`src/rtl/serial_reg_port.sv`:
```
module serial_reg_port #(
  parameter int ADDR_W      = 7,
  parameter int DATA_W      = 8,
  parameter int STATUS_ADDR = 1
) (
  input  logic                     clk,
  input  logic                     rst,
  input  logic                     bit_vld,
  input  logic                     bit_in,
  output logic                     bit_out,
  output logic                     drive_en,
  output logic [ADDR_W-1:0]        reg_addr,
  input  logic [DATA_W-1:0]        reg_rdata,
  output logic                     reg_we,
  output logic [DATA_W-1:0]        reg_wdata,
  input  logic [(1<<ADDR_W)-1:0]   addr_valid,
  input  logic [(1<<ADDR_W)-1:0]   addr_writable
);
  localparam int CMD_W   = ADDR_W + 1;
  localparam int LEN_MAX = (CMD_W > DATA_W) ? CMD_W : DATA_W;
  localparam int CNT_W   = $clog2(LEN_MAX);

  typedef enum logic [1:0] {S_CMD, S_RD, S_WR} state_t;

  state_t              state;
  logic [CNT_W-1:0]    cnt;
  logic [ADDR_W-1:0]   cmd_sr;
  logic [DATA_W-2:0]   dat_sr;

  wire cmd_last  = cnt == CNT_W'(CMD_W - 1);
  wire dat_last  = cnt == CNT_W'(DATA_W - 1);
  wire can_write = addr_valid[reg_addr] & addr_writable[reg_addr]
                 & (reg_addr != ADDR_W'(STATUS_ADDR));

  assign drive_en = state == S_RD;
  assign bit_out  = drive_en & addr_valid[reg_addr] & reg_rdata[cnt];

  always_ff @(posedge clk) begin
    if (rst) begin
      state     <= S_CMD;
      cnt       <= '0;
      cmd_sr    <= '0;
      dat_sr    <= '0;
      reg_addr  <= '0;
      reg_we    <= 1'b0;
      reg_wdata <= '0;
    end else begin
      reg_we <= 1'b0;
      if (bit_vld) begin
        case (state)
          S_CMD: begin
            if (cmd_last) begin
              cnt      <= '0;
              reg_addr <= cmd_sr;
              state    <= bit_in ? S_WR : S_RD;
            end else begin
              cmd_sr <= {bit_in, cmd_sr[ADDR_W-1:1]};
              cnt    <= cnt + 1'b1;
            end
          end
          S_RD: begin
            if (dat_last) begin
              cnt   <= '0;
              state <= S_CMD;
            end else begin
              cnt <= cnt + 1'b1;
            end
          end
          S_WR: begin
            if (dat_last) begin
              cnt       <= '0;
              state     <= S_CMD;
              reg_we    <= can_write;
              reg_wdata <= {bit_in, dat_sr};
            end else begin
              dat_sr <= {bit_in, dat_sr[DATA_W-2:1]};
              cnt    <= cnt + 1'b1;
            end
          end
          default: state <= S_CMD;
        endcase
      end
    end
  end
endmodule


```
`config.mk`:
```
export PLATFORM = sky130hd
export DESIGN_NAME = serial_reg_port
export DESIGN_NICKNAME = d
export VERILOG_FILES = /design/src/rtl/serial_reg_port.sv
export SDC_FILE = /design/constraint.sdc
export NUM_CORES = 1
export LEC_CHECK = 0
export ABC_AREA = 1
export BUFFER_PORTS_ARGS = -buffer_cell sky130_fd_sc_hd__buf_2
export CORE_AREA = 4 4 112 114
export CTS_CLUSTER_DIAMETER = 80
export DETAILED_ROUTE_END_ITERATION = 10
export DIE_AREA = 0 0 116 118
export PLACE_DENSITY = 0.76
export SLEW_MARGIN = 5
export SYNTH_ARGS = -nofsm -noshare
export SYNTH_HDL_FRONTEND = slang
export SYNTH_SLANG_ARGS = --single-unit
export TNS_END_PERCENT = 10
```
`constraint.sdc`:
```
create_clock -name clk -period 1.6 [get_ports clk]
set_input_delay 0.16 -clock clk [delete_from_list [all_inputs] [get_ports clk]]
set_output_delay 0.16 -clock clk [all_outputs]
set_load 0.05 [all_outputs]
```
# --- Yosys cells after proc, flatten, opt, wreduce, memory -nomap -nowiden ---
# Index checks and enable logic that the tools add are counted.
# Widths: inputs -> output; s select.
totals:
  out_inout_bits: 18
  n_memories: 0
  word_cells: 44
  ram_bits: 0
  latchBits: 0
  ff_bits: 35
  rom_bits: 0
  inputBits: 268
op_classes:
  add_sub_neg: 1
  shifts: 0
  n_mux: 11
  n_eq_ne: 6
  div: 0
  n_mul: 0
  bitwise: 7
  reduce_logical: 10
  n_lt_le_gt_ge: 2
ops:
  columns: ["op", "count"]
  rows:
  - ["$reduce_and 3->1", 5]
  - ["$bmux 1 s7", 2]
  - ["$lt 7x8->1 const B", 1]
  - ["$ne 7x1->1 const B", 1]
  - ["$mux 2", 3]
  - ["$and 1x1->1", 4]
  - ["$lt 3x4->1 const B", 1]
  - ["$pmux 2 s2", 1]
  - ["$reduce_or 4->1", 1]
  - ["$add 3x1->3 const B", 1]
  - ["$bmux 1 s3", 1]
  - ["$eq 3x3->1 const B", 1]
  - ["$mux 1", 3]
  - ["$mux 3", 1]
  - ["$not 1->1", 3]
  - ["$reduce_or 3->1", 1]
  - ["$eq 2x1->1 const B", 1]
  - ["$eq 2x2->1 const B", 1]
  - ["$logic_not 2->1", 1]
  - ["$ne 2x1->1 const B", 1]
  - ["$ne 2x2->1 const B", 1]
  - ["$reduce_and 2->1", 1]
  - ["$reduce_or 2->1", 1]

# --- Logic depth before layout (Yosys ltp) ---
# Gate-level depths: netlist (run 1).
logic_depth:
  ltp_word: 4
  depth_mapped: 17
  ltp_nobuf: 15

# --- Worst setup path before layout (run 1) ---
# No wires, ideal clock.
synth_path:
  path_type: "register to output"
  from: "register reg_addr[0]"
  to: "output port bit_out"
  arrival_time_ns: 2.412
  path_buffers: 3
  path_stages_with_launch: 13
  required_ns: 1.440
  slack_ns: -0.972
  path_cell_list: "dfxtp_1 buf_4 buf_6 buf_6 nand2_1 a21boi_1 o211ai_1 nand3_1 nand2_1 nand2_1 nand2_1 nand2_1 nor2_1"
synth_via:
  elab_chain_len: 4
synth_lines:
  columns: ["element", "line", "rtl"]
  rows:
  - ["start, declared", "12", "output logic [ADDR_W-1:0] reg_addr,"]
  - ["start signal, assigned", "54", "reg_addr <= cmd_sr;"]
  - ["$bmux 1 s7", "36", "assign bit_out = drive_en & addr_valid[reg_addr] & reg_rdata[cnt];"]
  - ["$mux 1 (implied by the code)", "36", null]
  - ["$and 1x1->1 (2 in a row)", "36", null]
  - ["end, declared", "10", "output logic bit_out,"]
# Every way passes these cells. The select of a mux whose other input is x is not followed.

# --- Worst setup path in the final report (run 1) ---
# Same ends and word-level chain as after synthesis.

==> out/results.ini, run 1 <==
[global_routing]
grt_overflow_total=0
grt_usage=0.279
grt_pass1_wl_um=31100
first_global_vias=6409
antenna_found_initial=4
grt_max_degree=23

[route]
num_vias=6911
wire_per_inst_um=15.6
routed_wl_um=21100
drt_pass1_iterations=7
post-route-drc-count=0
drt_iter0_markers=647
antenna_left=0
vias_per_cell=5.12

[job]
maxCapViolations=0

[yosys]
syn_inst=871
ys_types=27
synth_flop_cell=dfxtp_1
synthArstFlopShare=0
syn_avg_cell_area_um2=5.06
yosysMostFrequentCell=nand2_1
synth_edf_count=0
synth.area.top_cells=nand2_1 33%, nand3_1 17%, dfxtp_1 16%
synth-seq-cells=35
yosysTopAreaCell=nand2_1
synth.net_count=1145
yosys_warnings=0
synth.top_cells.by_count=386 x nand2_1, 151 x nand3_1, 80 x inv_1
yosysTopAreaCellShare=0.329
yosysSeqAreaShare=0.159
netlist_area_um2=4410

[timing]
max_freq_mhz=451
setup_slack_ps=-615
rsz0062_at_grt=true
hold_slack_ps=223
period_share=1.38
final.setup.tns_ps=-1210
fin_skew_ps=4.17
hold_violations=0
min_period_ps=2220
worst_pin_slew_ps=332
finalSetupViolCount=2
relSlewSlack=0.778
drv_slew=0

[status]
violations=setup timing
outcome=finished, violations left

[placement]
dp.final_hpwl_um=15900
gp_congestion=0.973
dp.cells=1313
numPortBuffers=285

[setup_path]
crit_arrival_ps=2060
cp_data_required_time_ps=1440
cp-start-kind=register
cp_max_fo=7
worstSetupPathType=register to output pin
end_kind=output pin

[finish]
syn_to_final_growth_pct=60.6
drive_gt1_frac=0.360
final_cells=1350
fin_nets=1475
n_fill_cell=1183

[clocking]
cts_made_buffers=5
h-tree-depth=2
cts_sinks=35
path_clk_slew_ps=50
clk_path_buf_depth=2
clk_latency_ps=270
cts_tree=built
root_buffer=clkbuf_16

[pwr]
power_w=0.00245
ir_worst_vdd_mv=0.573
p_leak_nw=3.92
powerDensity_nw_per_um2=346

[die]
core_um2=11400
fp-row-count=39
die-area_um2=13700
dieWidth_um=116
io_pins=286
die_h_um=118
initial_core_util=0.386

[worst_hold_path]
min_path_type=input port to register

logic make-up after synthesis:
family | count (synthesis) | synth area share
DFF | 35 | 0.159
buffers and inverters | 143 | 0.152
AOI/OAI and AO/OA | 77 | 0.0974
adders and majority gates | 6 | 0.0170
and+or+nand+nor | 610 | 0.575
per-stage QoR:
stage               setup slack (ps)   util  cell area [µm²]
floorplan                       -331      -             4440
global placement                -338  0.553             6320
detailed placement              -369  0.553             6320
CTS                             -545  0.597             6820
global route                    -724  0.620             7070
finish                          -615  0.620             7080
critical path, cell delays in order (launching register included):
cell      delay (ps)
dfxtp_4          420
buf_12           170
buf_8            120
nor2_4            30
nor2_2           120
o21ai_2           90
nand3_2          100
nand3_2           90
a21boi_2         180
nor2_4            60
nand2_2          100
nand2_4           70
nor2_4            90
buf_8            150
path summary, 6_finish.rpt:
kind	slack (ps)	cells after the start	start	end
worst max register to register	-600	18	reg_addr[0]	reg_we
worst min-delay path	220	3	bit_in	state[1]
worst max-delay path	-620	13	reg_addr[0]	bit_out
worst min register to register	460	2	reg_wdata[2]	reg_wdata[2]
power breakdown:
group / switching, W / internal, W
Clock: 0.000322 / 0.000574
Combinational: 0.000309 / 0.000360
Sequential: 0.00000808 / 0.000878
cells in the final DEF, fill, tap and decap left out, types with 3 or more instances in the layout:
cell,synthesis,final
a211oi_1,7,7
a21boi_1,4,3
a21oi_1,43,41
buf_12,0,10
buf_16,0,5
buf_2,26,283
buf_4,8,71
buf_6,9,4
buf_8,0,4
clkbuf_16,0,8
dfxtp_1,35,29
dfxtp_2,0,4
diode_2,0,5
ha_1,6,6
inv_1,80,80
nand2_1,386,370
nand2_2,0,13
nand2_4,0,3
nand3_1,151,144
nand3_2,0,7
nand4_1,14,14
nor2_1,55,48
nor2_2,0,4
nor2_4,2,5
o21ai_0,15,12
o21ai_1,3,5
flip-flops by register name, summed over array words and instances (netlist names):
register / flops
cnt: 3
cmd_sr: 7
reg_addr: 7
dat_sr: 7
reg_we: 1
reg_wdata: 8
state: 2
layer usage:
metal,share of wire,wire [µm],GRT usage
met1,0.39,8300,0.346
met2,0.48,10200,0.482
met3,0.097,2040,0.0473
met4,0.028,598,0.0935
met5,0,0,0
area by class of cell:
class	instances	area, µm²	area share
Antenna cell	5	12.5	0.00177
Sequential cell	35	713	0.101
Tap cell	143	179	0.0253
Timing Repair Buffer	382	2530	0.358
Clock inverter	1	5.00	0.000707
Inverter	84	328	0.0463
Multi-Input combinational cell	693	3170	0.449
Clock buffer	7	133	0.0187
timing repair:
item,4_1_cts,5_1_grt
pin swaps,8,28
cloned,7,3
setup endpoints to repair,2,28
hold buffers,0,0
buffers inserted,10,5
resized for setup,25,43
No activity file was read; power rests on OpenSTA's default activity.
==> run 2, diff against run 1 <==
Settings changed: CTS_BUF_LIST set to sky130_fd_sc_hd__clkbuf_8.
==> run 2 against run 1 <==
Against the previous run:
- power shrank 13%
- sequential power is essentially flat
- the flow still finishes with violations (setup timing)
- design area shrank 3.1%
- critical path depth is the same
- setup slack lost 56 ps
- clock skew grew 3.3 ps
- combinational power shrank 1%
- global-route usage shrank 0.81 points
- count of clock-buffer cells in the layout shrank 2
==> out/results.ini, run 2 (synthesized netlist as in run 1, its figures left out) <==
[status]
outcome=finished, violations left
violations=setup timing

[timing]
hold_violations=0  ; unchanged
setup_slack_ps=-671  ; -56.2 ps
worst_pin_slew_ps=345  ; +13.0 ps
drv_slew=0  ; unchanged
period_share=1.42  ; +0.0351
rsz0062_at_grt=true
hold_slack_ps=204  ; -18.5 ps
relSlewSlack=0.769  ; -0.00869
fin_skew_ps=7.47  ; +3.30 ps
finalSetupViolCount=2  ; unchanged
min_period_ps=2270  ; +56.2 ps
max_freq_mhz=440  ; -2.5%

[route]
met1_length_um=8130  ; -2.0%
drt_pass1_iterations=5  ; -2
antenna_left=0  ; unchanged
routed_wl_um=20500  ; -2.7%
num_vias=6758  ; -2.2%
drt_iter0_markers=609  ; -5.9%
met3_length_um=1890  ; -7.2%
wl_met2_um=9990  ; -1.9%
vias_per_cell=5.03  ; -1.7%
top_layer_used=met5
post-route-drc-count=0  ; unchanged
wire_per_inst_um=15.3  ; -2.2%

[pwr]
p_leak_nw=3.84  ; -2.1%
power_w=0.00214  ; -13%
powerDensity_nw_per_um2=312  ; -9.9%
ir_worst_vdd_mv=0.449  ; -22%

[finish]
fin_nets=1470  ; -0.34%
largest_register_ff_count=8  ; unchanged
final_cell_mix=372 x nand2_1, 284 x buf_2, 147 x nand3_1, 82 x inv_1, 71 x buf_4
final_cells=1343  ; -0.52%
syn_to_final_growth_pct=55.5
drive_gt1_frac=0.353  ; -0.00768
final_common_cell=nand2_1
largest-register=reg_wdata
n_fill_cell=1205  ; +1.9%
multiInputGateArea_um2=3150  ; -0.83%
register_area_um2=713  ; unchanged
final_util=0.600  ; -0.0195

[die]
io_pins=286  ; unchanged
initial_core_util=0.386  ; unchanged
die-area_um2=13700  ; unchanged
dieWidth_um=116  ; unchanged
fp-row-count=39  ; unchanged
die_h_um=118  ; unchanged
core_um2=11400  ; unchanged

[setup_path]
cp_top_family=simple AND/OR/NAND/NOR gates
r2r_cells=14  ; -4
rr_endpoint=reg_we
end_kind=output pin
critPathSlowestCell=dfxtp_4
rr_startpoint=reg_addr[0]
critPathBufInv=3  ; unchanged
cp-start-kind=register
worstSetupPathType=register to output pin
crit_arrival_ps=2110  ; +50 ps
max_stage_delay_ps=440  ; +20 ps
cp_data_required_time_ps=1440  ; about the same
cp_max_fo=5  ; -2
crit_chain=buf_12 -> buf_6 -> nor2_4 -> nor2_2 -> o21ai_2 -> nand3_1 -> nand3_1 -> a21boi_2 -> nor2_2 -> nand2_2 -> nand2_4 -> nor2_4 -> buf_8
reg2reg_setup_slack_ps=-650  ; -50 ps

[worst_hold_path]
min_path_cells=3  ; unchanged
hp-start=bit_in
min_path_type=input port to register
whs_endpoint=dat_sr[6]

[job]
maxCapViolations=0  ; unchanged

[global_routing]
first_global_vias=6274  ; -2.1%
grt_overflow_total=0  ; unchanged
grt_usage=0.271  ; -0.00814
grt_max_degree=29  ; +26%
grt_pass1_wl_um=30200  ; -2.7%
antenna_found_initial=4  ; unchanged

[placement]
numPortBuffers=285  ; unchanged
dp.cells=1313  ; unchanged
gp_congestion=0.973  ; unchanged
dp.final_hpwl_um=15900  ; unchanged
pre_cts_ws_ps=-369  ; unchanged

[clocking]
cts_made_buffers=5  ; unchanged
clk_path_buf_depth=2  ; unchanged
root_buffer=clkbuf_8
h-tree-depth=2  ; unchanged
clk_latency_ps=280  ; about the same
cts_tree=built
path_clk_slew_ps=70  ; +20 ps
cts_hold_buf=0  ; unchanged
cts_sinks=35  ; unchanged

[run 2: changes by cell type in the layout (fill, tap and decap cells not counted), sizes merged]
cell and change:
bufbuf -2, inv +2, diode -2, clkbuf -3, buf -2
[run 2: timing repair]
action / 4_1_cts / 5_1_grt
pin swaps: 5 / 24
resized for setup: 15 / 39
endpoints found under the setup margin: 2 / 28
cloned: 4 / 2
buffers inserted: 6 / 7
[run 2: power by group]
part	internal, W	leakage [nW]	switching (W)
logic	0.000356	3.50	0.000303
registers	0.000876	0.286	0.00000804
clock network	0.000293	0.0505	0.000303
[run 2: worst register-to-register path: stages (launching register included)]
cell,delay [ps]
dfxtp_4,440
clkinv_8,140
buf_16,170
o21ai_2,150
nand3_1,150
nand3_1,130
a21boi_2,70
nor2_2,170
nand2_2,110
buf_4,140
buf_4,120
buf_4,120
buf_4,120
nand3_1,50
nor2_1,50
[run 2: layer usage]
metal	track usage	vias to the layer above
met4	0.0834	2
li1	-	3418
met5	0	-
met1	0.336	2955
met3	0.0458	48
met2	0.471	335
[run 2: worst max path at each step]
stage	from	slack, ps	endpoint	depth (start not counted)
3_3_place_gp	reg_addr[1]	-340	bit_out	12
5_1_grt	reg_addr[0]	-780	bit_out	13
2_1_floorplan	reg_addr[0]	-330	bit_out	12
3_5_place_dp	reg_addr[0]	-370	bit_out	14
6_report	reg_addr[0]	-670	bit_out	13
4_1_cts	reg_addr[0]	-550	bit_out	14
[run 2: cell type report]
class,instances,share of cell area
multi-input cells,693,0.459
diodes,3,0.00110
well taps,143,0.0261
clock buffers,5,0.0100
repair buffers,377,0.350
flip-flops and latches,35,0.104
clock inverters,3,0.00183
inverters,84,0.0478
[run 2: through the flow]
stage,setup TNS (ps),area (µm²)
after floorplan,-439,4440
after global placement,-643,6320
after detailed placement,-702,6320
after CTS,-1040,6600
after global routing,-1570,6850
final,-1320,6850
